`src/rtl/wpa_pkg.sv`:
```
package wpa_pkg;
  localparam int SUM_W = 34;
  localparam int WIN_W = 32;

  typedef enum logic {
    WIN_LO = 1'b0,
    WIN_HI = 1'b1
  } win_sel_e;
endpackage

```
`src/rtl/wpa_grp_carry.sv`:
```
module wpa_grp_carry #(
  parameter int GRP = 8,
  parameter int NG  = 5,
  localparam int PW = NG * GRP
) (
  input  logic [PW-1:0] a_p,
  input  logic [PW-1:0] b_p,
  input  logic          cin,
  output logic [NG:0]   gc
);
  logic [NG-1:0] g_grp;
  logic [NG-1:0] p_grp;

  assign gc[0] = cin;

  for (genvar k = 0; k < NG; k++) begin : g_blk
    logic gen_v;
    logic prp_v;
    always_comb begin
      gen_v = 1'b0;
      prp_v = 1'b1;
      for (int i = 0; i < GRP; i++) begin
        gen_v = (a_p[k*GRP+i] & b_p[k*GRP+i]) | ((a_p[k*GRP+i] ^ b_p[k*GRP+i]) & gen_v);
        prp_v = prp_v & (a_p[k*GRP+i] ^ b_p[k*GRP+i]);
      end
    end
    assign g_grp[k] = gen_v;
    assign p_grp[k] = prp_v;
    assign gc[k+1]  = g_grp[k] | (p_grp[k] & gc[k]);
  end
endmodule

```
`src/rtl/wpa_sum_path.sv`:
```
module wpa_sum_path #(
  parameter int W   = 34,
  parameter int GRP = 8,
  parameter int NG  = 5,
  parameter int FGW = 3,
  localparam int PW = NG * GRP
) (
  input  logic [PW-1:0]  a_p,
  input  logic [PW-1:0]  b_p,
  input  logic [NG:0]    gc,
  input  logic           flt_en,
  input  logic [FGW-1:0] flt_grp,
  output logic [W-1:0]   sum,
  output logic           cout
);
  logic [PW-1:0] sum_p;
  logic [PW:0]   cl;

  for (genvar k = 0; k < NG; k++) begin : g_blk
    logic [GRP:0]   lc;
    logic [GRP-1:0] s_g;
    logic           hit;
    assign hit = flt_en && (flt_grp == FGW'(k));
    always_comb begin
      lc[0] = gc[k] ^ hit;
      for (int i = 0; i < GRP; i++) begin
        s_g[i]  = a_p[k*GRP+i] ^ b_p[k*GRP+i] ^ lc[i];
        lc[i+1] = (a_p[k*GRP+i] & b_p[k*GRP+i]) | ((a_p[k*GRP+i] ^ b_p[k*GRP+i]) & lc[i]);
      end
    end
    assign sum_p[k*GRP +: GRP] = s_g;
    assign cl[k*GRP +: GRP]    = lc[GRP-1:0];
    if (k == NG - 1) begin : g_top
      assign cl[PW] = lc[GRP];
    end
  end

  assign sum  = sum_p[W-1:0];
  assign cout = cl[W];

  logic unused_sp;
  assign unused_sp = ^{sum_p, cl, gc[NG]};
endmodule

```
`src/rtl/wpa_predict.sv`:
```
module wpa_predict
  import wpa_pkg::*;
#(
  parameter int W   = 34,
  parameter int WIN = 32,
  parameter int GRP = 8,
  parameter int NG  = 5,
  localparam int PW = NG * GRP,
  localparam int E  = W - WIN
) (
  input  logic [PW-1:0] a_p,
  input  logic [PW-1:0] b_p,
  input  logic [NG:0]   gc,
  input  win_sel_e      sel,
  output logic          pred
);
  logic [PW:0] cp;

  for (genvar k = 0; k < NG; k++) begin : g_blk
    logic [GRP:0] lc;
    always_comb begin
      lc[0] = gc[k];
      for (int i = 0; i < GRP; i++) begin
        lc[i+1] = (a_p[k*GRP+i] & b_p[k*GRP+i]) | ((a_p[k*GRP+i] ^ b_p[k*GRP+i]) & lc[i]);
      end
    end
    assign cp[k*GRP +: GRP] = lc[GRP-1:0];
    if (k == NG - 1) begin : g_top
      assign cp[PW] = lc[GRP];
    end
  end

  logic t_shared, t_lo, t_hi;
  always_comb begin
    t_shared = (^a_p[WIN-1:E]) ^ (^b_p[WIN-1:E]) ^ (^cp[WIN-1:E]);
    t_lo     = (^a_p[E-1:0])   ^ (^b_p[E-1:0])   ^ (^cp[E-1:0]);
    t_hi     = (^a_p[W-1:WIN]) ^ (^b_p[W-1:WIN]) ^ (^cp[W-1:WIN]);
    pred     = t_shared ^ ((sel == WIN_HI) ? t_hi : t_lo);
  end

  logic unused_pr;
  assign unused_pr = ^{cp, gc[NG]};
endmodule

```
`src/rtl/wpa_par_check.sv`:
```
module wpa_par_check
  import wpa_pkg::*;
#(
  parameter int W   = 34,
  parameter int WIN = 32,
  localparam int E  = W - WIN
) (
  input  logic [W-1:0] sum,
  input  win_sel_e     sel,
  input  logic         pred,
  output logic         act,
  output logic         err
);
  always_comb begin
    act = (sel == WIN_HI) ? ^sum[W-1:E] : ^sum[WIN-1:0];
    err = act ^ pred;
  end
endmodule

```
`src/rtl/win_parity_adder.sv`:
```
module win_parity_adder
  import wpa_pkg::*;
#(
  parameter int W       = SUM_W,
  parameter int WIN     = WIN_W,
  parameter int GRP     = 8,
  parameter bit REG_OUT = 1'b1,
  localparam int NG     = (W + GRP - 1) / GRP,
  localparam int PW     = NG * GRP,
  localparam int E      = W - WIN,
  localparam int FGW    = (NG > 1) ? $clog2(NG) : 1
) (
  input  logic           clk,
  input  logic           rst_n,
  input  logic [W-1:0]   op_a,
  input  logic [W-1:0]   op_b,
  input  logic           carry_in,
  input  logic           win_hi,
  input  logic           flt_en,
  input  logic [FGW-1:0] flt_grp,
  output logic [W-1:0]   sum_o,
  output logic           carry_o,
  output logic           par_pred_o,
  output logic           par_act_o,
  output logic           par_err_o
);
  logic [PW-1:0] a_p, b_p;
  logic [NG:0]   gc;
  win_sel_e      sel;
  logic [W-1:0]  sum_c;
  logic          cout_c, pred_c, act_c, err_c;

  assign a_p = PW'(op_a);
  assign b_p = PW'(op_b);
  assign sel = win_sel_e'(win_hi);

  wpa_grp_carry #(.GRP(GRP), .NG(NG)) u_gc (
    .a_p(a_p), .b_p(b_p), .cin(carry_in), .gc(gc)
  );

  wpa_sum_path #(.W(W), .GRP(GRP), .NG(NG), .FGW(FGW)) u_sum (
    .a_p(a_p), .b_p(b_p), .gc(gc), .flt_en(flt_en), .flt_grp(flt_grp),
    .sum(sum_c), .cout(cout_c)
  );

  wpa_predict #(.W(W), .WIN(WIN), .GRP(GRP), .NG(NG)) u_pred (
    .a_p(a_p), .b_p(b_p), .gc(gc), .sel(sel), .pred(pred_c)
  );

  wpa_par_check #(.W(W), .WIN(WIN)) u_chk (
    .sum(sum_c), .sel(sel), .pred(pred_c), .act(act_c), .err(err_c)
  );

  // Aligned copies of the inputs, used only by the assertions below
  logic [W-1:0]   ref_a, ref_b;
  logic           ref_c, ref_sel, ref_fen;
  logic [FGW-1:0] ref_fgrp;

  if (REG_OUT) begin : g_reg
    logic [W-1:0] sum_q, sum_d;
    logic         cout_q, pred_q, act_q, err_q;
    logic         cout_d, pred_d, act_d, err_d;
    logic         stage_en;

    assign stage_en = 1'b1;

    always_comb begin
      sum_d  = sum_q;
      cout_d = cout_q;
      pred_d = pred_q;
      act_d  = act_q;
      err_d  = err_q;
      if (stage_en) begin
        sum_d  = sum_c;
        cout_d = cout_c;
        pred_d = pred_c;
        act_d  = act_c;
        err_d  = err_c;
      end
    end

    always_ff @(posedge clk or negedge rst_n) begin
      if (!rst_n) begin
        sum_q  <= '0;
        cout_q <= 1'b0;
        pred_q <= 1'b0;
        act_q  <= 1'b0;
        err_q  <= 1'b0;
      end else begin
        sum_q  <= sum_d;
        cout_q <= cout_d;
        pred_q <= pred_d;
        act_q  <= act_d;
        err_q  <= err_d;
      end
    end

    always_ff @(posedge clk or negedge rst_n) begin
      if (!rst_n) begin
        ref_a    <= '0;
        ref_b    <= '0;
        ref_c    <= 1'b0;
        ref_sel  <= 1'b0;
        ref_fen  <= 1'b0;
        ref_fgrp <= '0;
      end else begin
        ref_a    <= op_a;
        ref_b    <= op_b;
        ref_c    <= carry_in;
        ref_sel  <= win_hi;
        ref_fen  <= flt_en;
        ref_fgrp <= flt_grp;
      end
    end

    assign sum_o      = sum_q;
    assign carry_o    = cout_q;
    assign par_pred_o = pred_q;
    assign par_act_o  = act_q;
    assign par_err_o  = err_q;
  end else begin : g_comb
    assign sum_o      = sum_c;
    assign carry_o    = cout_c;
    assign par_pred_o = pred_c;
    assign par_act_o  = act_c;
    assign par_err_o  = err_c;
    assign ref_a      = op_a;
    assign ref_b      = op_b;
    assign ref_c      = carry_in;
    assign ref_sel    = win_hi;
    assign ref_fen    = flt_en;
    assign ref_fgrp   = flt_grp;
  end

  logic [W:0] ref_total;
  logic       ref_fault;
  assign ref_total = {1'b0, ref_a} + {1'b0, ref_b} + (W+1)'(ref_c);
  assign ref_fault = ref_fen && (int'(ref_fgrp) < NG);

  assert_sum_R1: assert property (@(posedge clk) disable iff (!rst_n)
    !ref_fen |-> ({carry_o, sum_o} == ref_total));

  assert_pred_window_R2: assert property (@(posedge clk) disable iff (!rst_n)
    !ref_fen |-> (par_pred_o == (ref_sel ? ^sum_o[W-1:E] : ^sum_o[WIN-1:0])));

  assert_no_err_clean_R4: assert property (@(posedge clk) disable iff (!rst_n)
    !ref_fen |-> !par_err_o);

  assert_fault_changes_sum_R5: assert property (@(posedge clk) disable iff (!rst_n)
    ref_fault |-> ({carry_o, sum_o} != ref_total));

  assert_idx_ignored_R6: assert property (@(posedge clk) disable iff (!rst_n)
    (ref_fen && !ref_fault) |-> (({carry_o, sum_o} == ref_total) && !par_err_o));
endmodule

```
`config.mk`:
```
export PLATFORM = sky130hd
export DESIGN_NAME = win_parity_adder
export DESIGN_NICKNAME = d
export VERILOG_FILES = /design/src/rtl/wpa_pkg.sv /design/src/rtl/wpa_grp_carry.sv /design/src/rtl/wpa_sum_path.sv /design/src/rtl/wpa_predict.sv /design/src/rtl/wpa_par_check.sv /design/src/rtl/win_parity_adder.sv
export SDC_FILE = /design/constraint.sdc
export NUM_CORES = 1
export LEC_CHECK = 0
export BUFFER_PORTS_ARGS = -buffer_cell sky130_fd_sc_hd__buf_2
export CAP_MARGIN = 0
export CORE_MARGIN = 10
export CORE_UTILIZATION = 35
export DETAILED_ROUTE_END_ITERATION = 10
export PLACE_DENSITY = 0.59
export SKIP_CTS_REPAIR_TIMING = 1
export SLEW_MARGIN = 20
export SYNTH_ARGS = -nofsm -noshare
export SYNTH_HDL_FRONTEND = slang
export SYNTH_SLANG_ARGS = --single-unit
```
`constraint.sdc`:
```
create_clock -name clk -period 1 [get_ports clk]
set_input_delay 0.2 -clock clk [delete_from_list [all_inputs] [get_ports clk]]
set_output_delay 0.2 -clock clk [all_outputs]
set_load 0.005 [all_outputs]
```
==> impl_metrics.toml, run 1 <==
[worst_setup_path]
endpoint = "par_err_o"
cp-startpoint = "op_a[11]"
cp.buffers_inverters = 5
critPathTopFamily = "adder cells"
crit_arrival_ns = 5.38
cp-end-kind = "flop"
crit_type = "input pin to flop"
crit_top_cell = "fa_2"
crit_fanout = 4
crit_required_ns = 1.16
cpPeakStageDelay_ns = 0.44
start_kind = "input pin"
crit_path_top_delay_cell = "fa_2"
cp.depth = 26

[timing]
tightestPinTransition_ns = 0.360
worst_hold_slack_ns = 0.244
finalHoldViolCount = 0
max_slew_margin_pct = 75.8
min_period_ns = 5.22
drv_slew = 0
fin_setup_tns_ns = -77.49
finalWorstSetupSlack_ns = -4.22
max_freq_mhz = 192
rsz0062_at_grt = "true"
period_share_pct = 522
setup_viol = 41

[drt]
drt-initial-drc-count = 142
drc = 0
drtAntennaViolNets = 0
wl_per_cell_um = 15.8
vias = 3860
dr.pass1.iters = 4
wirelength_um = 13400
via_per_inst = 4.57

[final_layout]
diodes = 0
num-fill-cells = 1024
finalInstanceArea_um2 = 6790
final_cell_mix = "buf_4 (148), buf_2 (104), xnor2_1 (90), inv_1 (55), dfrtp_1 (38)"
final_cell_count_no_fill = 845
drive_above_1_share_pct = 53.4
final_nets = 840
finish.utilization_pct = 58.7
area_growth_syn_to_layout_pct = 62.7
layout_commonest_cell = "buf_4"

[synthesis]
synth_area_per_cell_um2 = 9.68
synth_top_family_by_area = "XOR/XNOR gates"
synthSimpleGateAreaFrac_pct = 7.43
synth-seq-cells = 38
synth_nets = 570
synth_cells = 431
synthAdderAreaFrac_pct = 24.3
yosysWarnings = 0
synth_mux_area_share_pct = 3.36
synth-compound-area-share_pct = 7.85
yosysSeqAreaShare_pct = 22.8
synthesis.area_um2 = 4170
synth_xor_area_share_pct = 27.4
synth_cell_types = 41

[clock_tree]
root_buffer = "clkbuf_16"
htree_levels = 2
clkSinkCount = 38
clk_path_buf_depth = 2
tritoncts = "built"
cts_inserted_buffers = 5
clk_pin_slew_worst_paths_ns = 0.06

[floorplan]
fp-row-count = 39
coreArea_um2 = 11600
die_y_um = 129
ios = 114
dieArea_um2 = 16700
fp.dieW_um = 129
initial_core_util_pct = 36.1

[hold_path]
hold_class = "input pin to flop"
hold_depth = 2

[placed_design]
place_congestion = 0.922
dp_slack_ns = -4.67
post_dp_cell_area_um2 = 6320
placed_cells = 833
io_buffers = 113
dpl.hpwl_um = 11600

[global_route]
grt_pass1_wl_um = 20700
grt_pass1_vias = 4228
grtUsageTotal_pct = 15.7
grt_antenna_before_repair = 0
grt_max_degree = 39
grt_remaining_overflow = 0

[power_and_ir_drop]
vdd_drop_max_uv = 1380
p_per_area_nw_per_um2 = 1870
total_power_mw = 12.7
p_leak_nw = 3.29

[outcome]
status = "complete, but fails checks"
violations = "negative setup slack"

[run]
drv_cap = 0
cell usage after synthesis:
library cell  instances  area, um^2
a21oi_2               1        8.76
o21a_1                4        30.0
nor4_1                1        6.26
a221oi_1              1        8.76
a221o_1               1        10.0
nand2b_1              2        12.5
or4_1                 1        7.51
nor2b_1               3        18.8
o211ai_1              2        15.0
inv_1                77         289
nor3_1                9        45.0
nand3_1               5        25.0
xnor3_1               5         113
xor2_1               19         166
xnor2_2               1        16.3
a2111oi_0             1        8.76
nand3b_1              2        15.0
and2_1                2        12.5
xor3_1                1        23.8
a21o_1                1        7.51
o22ai_1               2        12.5
a211o_1               1        8.76
xnor2_1              94         823
o21ai_0               8        40.0
o21ai_1               1        5.00
nor2_1               25        93.8
ha_1                 33         413
a31oi_1               4        25.0
o21bai_1              2        15.0
nand2_1              14        52.6
or2_2                 1        6.26
mux2i_1              14         140
dfrtp_1              38         951
a211oi_1              3        22.5
o41ai_1               1        8.76
o31ai_1               1        7.51
nor4b_1               1        8.76
o2bb2ai_1             1        8.76
fa_1                 30         601
a21oi_1              17        85.1
nand4_1               1        6.26
flip-flops by register name (all words and copies together) (netlist names):
register	count
sum_o	34
carry_o	1
par_err_o	1
par_pred_o	1
par_act_o	1
layout make-up:
class	count	area (um^2)	share of cell area, %
flip-flops and latches	38	951	14.0
clock buffers	5	125	1.84
repair buffers	263	1770	26.1
well taps	143	179	2.63
multi-input cells	316	3430	50.5
clock inverters	3	45.0	0.663
inverters	77	289	4.25
report_power, final:
| part | total [mW] | switching, mW | internal, mW | leakage [nW] |
|---|---|---|---|---|
| clock | 1.86 | 0.687 | 1.18 | 0.0760 |
| sequential | 2.10 | 0.109 | 1.99 | 0.443 |
| combinational | 8.75 | 3.62 | 5.12 | 2.77 |
| total | 12.7 | 4.42 | 8.29 | 3.29 |
worst min path at each step:
stage / slack, ns / endpoint / startpoint
3_3_place_gp: 0.19 / sum_o[4] / rst_n
3_5_place_dp: 0.19 / sum_o[4] / rst_n
4_1_cts: -0.12 / sum_o[4] / rst_n
2_1_floorplan: -0.1 / carry_o / rst_n
5_1_grt: 0.27 / carry_o / op_b[33]
6_report: 0.24 / carry_o / op_b[33]
routing by layer:
metal | track usage, % | vias up | wire [um] | part of all wire, %
met5 | 0 | - | 0 | 0
met3 | 3.59 | 9 | 841 | 6.3
met4 | 3.75 | 0 | 167 | 1.2
li1 | - | 1912 | - | -
met1 | 19.4 | 1850 | 5740 | 43
met2 | 27.1 | 89 | 6620 | 49
cell families (layout without fill, tap and decap cells):
logic type | Yosys count | in the layout
AO/OA/AOI/OAI | 52 | 52
multiplexers | 14 | 14
AND/OR/NAND/NOR | 67 | 67
adder cells (fa/ha/maj) | 63 | 63
XOR/XNOR | 120 | 120
flip-flops | 38 | 38
buffers and inverters | 77 | 348
No activity file was read; power rests on OpenSTA's default activity.
==> run 2: changes to the inputs <==
Settings changed: BUFFER_PORTS_ARGS -buffer_cell sky130_fd_sc_hd__buf_2 to unset, DONT_BUFFER_PORTS set to 1, PLACE_DENSITY 0.59 to 0.51.
==> run 2 against run 1 <==
Compared with the run above: the run ends with negative hold slack, negative setup slack left; utilization is 9.0 points lower; combinational power is 6.2% lower; setup slack better by 0.097 ns; count of clock-buffer cells in the layout stayed put; die area stayed put; sequential cell count stayed put; routed wire length is 5.9% lower; total power is 3.8% lower; non-clock buffer count is 175 lower; maximum frequency is 1.9% higher; critical path depth is 4 lower; clock power is 3% lower; largest cell class unchanged.
==> impl_metrics.toml, run 2 (synthesized netlist as in run 1, its figures left out) <==
[outcome]
status = "complete, but fails checks"
violations = "negative hold slack, negative setup slack"

[final_layout]
num-fill-cells = 1058
final_nets = 665
multi_input_area_um2 = 3480
finalInstanceArea_um2 = 5750
largest_reg_flops = 34
drive_above_1_share_pct = 38.3
final_cell_count_no_fill = 670
diodes = 0
seq_area_um2 = 951
final_cell_mix = "xnor2_1 (87), buf_4 (81), inv_1 (57), dfrtp_1 (38), fa_2 (30)"
area_growth_syn_to_layout_pct = 37.8
layout_commonest_cell = "xnor2_1"

[timing]
worst_hold_slack_ns = -0.392
max_slew_margin_pct = 71.5
setup_viol = 37
max_freq_mhz = 195
rsz0062_at_grt = "true"
finalWorstSetupSlack_ns = -4.12
fin_setup_tns_ns = -73.82
drv_slew = 0
tightestPinTransition_ns = 0.422
finalHoldViolCount = 38
period_share_pct = 512
min_period_ns = 5.12

[floorplan]
fp-row-count = 39
initial_core_util_pct = 36.1
coreArea_um2 = 11600
dieArea_um2 = 16700
ios = 114
die_y_um = 129
fp.dieW_um = 129

[global_route]
grt_pass1_vias = 3367
grt_max_degree = 39
grt_remaining_overflow = 0
grt_pass1_wl_um = 18900
grtUsageTotal_pct = 15.1
grt_antenna_before_repair = 0

[worst_setup_path]
crit_fanout = 5
start_kind = "input pin"
cp-startpoint = "op_a[11]"
crit_arrival_ns = 5.28
cp-end-kind = "flop"
endpoint = "par_err_o"
crit_type = "input pin to flop"
crit_required_ns = 1.16

[clock_tree]
clk_pin_slew_worst_paths_ns = 0.06
root_buffer = "clkbuf_16"
cts_inserted_buffers = 5
clkSinkCount = 38
htree_levels = 2
tritoncts = "built"
clk_path_buf_depth = 2

[power_and_ir_drop]
p_leak_nw = 2.56
p_per_area_nw_per_um2 = 2130
vdd_drop_max_uv = 1420

[placed_design]
placed_cells = 659
dp_slack_ns = -4.51
place_congestion = 0.918
post_dp_cell_area_um2 = 5280
io_buffers = 0
dpl.hpwl_um = 11200

[drt]
vias = 3208
via_per_inst = 4.79
dr.pass1.iters = 4
drc = 0
wirelength_um = 12600
drt-initial-drc-count = 137
drtAntennaViolNets = 0
wl_per_cell_um = 18.8

[hold_path]
hold_class = "input pin to asynchronous set/reset pin"

[run]
drv_cap = 0
run 2: changes by cell type in the layout (fill, tap and decap cells not counted), sizes merged:
cell / previous run / this run
buf: 262 / 88
clkinvlp: 2 / 0
clkinv: 0 / 2
dlygate4sd3: 1 / 0
run 2: final cells by class:
class / count / share of cell area [%]
multi-input combinational: 316 / 60.5
sequential: 38 / 16.5
timing repair buffer: 88 / 11.9
inverter: 77 / 5.03
tap: 143 / 3.11
clock buffer: 5 / 2.18
clock inverter: 3 / 0.696
run 2: per-layer routing:
| layer | GRT usage, % | part of all wire [%] | vias to the layer above |
|---|---|---|---|
| met3 | 5.51 | 10 | 11 |
| met2 | 25.4 | 48 | 97 |
| met1 | 17.4 | 39 | 1539 |
| met5 | 0 | 0 | - |
| met4 | 4.88 | 1.9 | 0 |
| li1 | - | - | 1561 |
run 2: worst min path at each step:
| stage | to |
|---|---|
| 3_3_place_gp | sum_o[3] |
| 2_1_floorplan | carry_o |
| 6_report | sum_o[13] |
| 3_5_place_dp | sum_o[6] |
| 4_1_cts | sum_o[6] |
| 5_1_grt | sum_o[2] |
run 2: report_power, final:
group | internal [mW] | switching [mW] | leakage [nW]
registers | 2.00 | 0.217 | 0.443
clock network | 1.17 | 0.634 | 0.0836
logic | 4.92 | 3.30 | 2.03
run 2: metrics by stage:
step	util, %	total power [mW]	hold slack, ns
floorplan	-	7.61	-0.0956
global placement	45.7	9.94	-0.0938
detailed placement	45.7	9.91	-0.0940
CTS	47.1	11.8	-0.403
global route	49.7	12.9	-0.409
finish	49.7	12.2	-0.392
run 2: worst max-delay path, cell delays in order:
cell and delay [ns]:
ha_4 0.24, a2111oi_4 0.29, o21ai_1 0.13, a221oi_2 0.31, o21a_4 0.19, buf_4 0.15, xor2_2 0.18, fa_2 0.22
inv_2 0.04, fa_2 0.33, fa_2 0.35, fa_2 0.35, fa_2 0.34, fa_2 0.34, inv_1 0.08, fa_2 0.46
xnor2_2 0.15, xnor2_1 0.13, xnor2_1 0.19, xnor2_1 0.10, xnor2_1 0.24, xor3_1 0.25
==> run 3: changes to the inputs <==
Settings changed: SLEW_MARGIN 20 to unset, SYNTH_HIERARCHICAL set to 1.
==> run 3 against run 2 <==
Compared with the run above: the flow still finishes with violations (negative hold slack, negative setup slack); worst hold slack lost 0.0072 ns; setup slack lost 0.047 ns; critical path depth shrank 2; count of clock-buffer cells in the layout is the same; via count shrank 7.5%; clock power shrank 12%; largest cell class unchanged; largest power group unchanged; highest routed layer unchanged.
==> impl_metrics.toml, run 3 <==
[outcome]
violations = "negative hold slack, negative setup slack"
status = "complete, but fails checks"

[worst_setup_path]
crit_arrival_ns = 5.32
cp-end-kind = "flop"
path_cells = "ha_4 > or3_4 > a221oi_4 > and2_4 > buf_6 > o21ai_4 > xor2_2 > fa_2 > fa_2 > fa_2 > fa_2 > fa_2 > fa_2 > fa_2 > xnor2_2 > xnor2_2 > xnor2_1 > xnor2_1 > xnor3_2 > xnor3_1"
crit_fanout = 4
start_kind = "input pin"
crit_required_ns = 1.15
crit_type = "input pin to flop"
crit_path_top_delay_cell = "xnor3_2"
cpPeakStageDelay_ns = 0.50
crit_top_cell = "fa_2"

[timing]
rsz0062_at_grt = "true"
min_period_ns = 5.17
drv_slew = 0
max_freq_mhz = 193
finalWorstSetupSlack_ns = -4.17
max_slew_margin_pct = 73.5
setup_viol = 38
period_share_pct = 517
tightestPinTransition_ns = 0.393
worst_hold_slack_ns = -0.399
finalHoldViolCount = 38

[global_route]
grt_max_degree = 39
grtUsageTotal_pct = 14.1
grt_pass1_wl_um = 19000
grt_antenna_before_repair = 0
grt_remaining_overflow = 0
grt_pass1_vias = 3289

[floorplan]
die_y_um = 132
fp.dieW_um = 132
coreArea_um2 = 12200
fp-row-count = 40
initial_core_util_pct = 36.1
dieArea_um2 = 17400
ios = 114

[clock_tree]
cts_inserted_buffers = 5
tritoncts = "built"
clkSinkCount = 38
clk_pin_slew_worst_paths_ns = 0.07
htree_levels = 2
root_buffer = "clkbuf_16"
clk_path_buf_depth = 2

[drt]
wl_per_cell_um = 20.1
drtAntennaViolNets = 0
via_per_inst = 4.84
dr.pass1.iters = 4
drc = 0
wirelength_um = 12300
drt-initial-drc-count = 134
vias = 2968

[placed_design]
post_dp_cell_area_um2 = 5130
io_buffers = 0
dp_slack_ns = -4.57
place_congestion = 0.799
dpl.hpwl_um = 10700

[synthesis]
synth_area_per_cell_um2 = 11.3
synthesis.area_um2 = 4390
synth_cells = 388
yosysWarnings = 6
synth_nets = 555

[final_layout]
area_growth_syn_to_layout_pct = 24.2
drive_above_1_share_pct = 28.3
finalInstanceArea_um2 = 5450
final_cell_mix = "xnor2_1 (93), ha_1 (55), buf_4 (40), dfrtp_1 (38), fa_2 (30)"
layout_commonest_cell = "xnor2_1"
diodes = 0
num-fill-cells = 1136
final_nets = 612
multi_input_area_um2 = 3690
seq_area_um2 = 951
largest_reg_flops = 34

[power_and_ir_drop]
total_power_mw = 11.6
vdd_drop_max_uv = 1630
p_per_area_nw_per_um2 = 2120
p_leak_nw = 2.32

[run]
drv_cap = 0

[hold_path]
hold_class = "input pin to asynchronous set/reset pin"
## run 3: critical path: cells and delay by family
kind            cells  cell delay, ns
fa+ha+maj           8            2.62
xor+xnor            7            1.55
buf+inv             1            0.10
compound gates      2            0.28
simple gates        2            0.57
## run 3: worst max path at each step
stage | startpoint | to | slack [ns] | depth (start not counted)
final | op_b[5] | par_act_o | -4.17 | 20
after global routing | op_b[5] | par_act_o | -4.29 | 20
after CTS | op_a[18] | par_act_o | -4.27 | 20
after detailed placement | op_a[18] | par_err_o | -4.57 | 20
after global placement | op_a[19] | par_err_o | -4.55 | 20
after floorplan | op_a[19] | par_err_o | -4.21 | 20
## run 3: power breakdown
group	total [mW]	internal [mW]	switching [mW]
clock network	1.59	0.904	0.686
registers	2.24	2.00	0.239
logic	7.74	5.07	2.67
total	11.6	7.98	3.60
## run 3: layout make-up
cell class                      instances  area share, %
Tap cell                              168           3.86
Inverter                               10          0.689
Clock buffer                            5           2.30
Clock inverter                          2          0.184
Multi-Input combinational cell        339           67.7
Timing Repair Buffer                   51           7.78
Sequential cell                        38           17.4
## run 3: metal layers
layer | track usage [%] | routed length [um] | part of all wire, %
met5 | 0 | 0 | 0
met2 | 24.2 | 6160 | 50
met1 | 15.7 | 4840 | 39
met4 | 3.03 | 159 | 1.3
met3 | 6.17 | 1130 | 9.2
## run 3: through the flow
step,setup TNS [ns],cells,utilization (%),hold slack (ns)
2_1_floorplan,-77.24,388,-,-0.0956
3_3_place_gp,-86.41,603,42.2,-0.0942
3_5_place_dp,-87.30,603,42.2,-0.0940
4_1_cts,-76.20,610,43.3,-0.406
5_1_grt,-79.22,613,44.8,-0.412
6_report,-76.24,613,44.8,-0.399
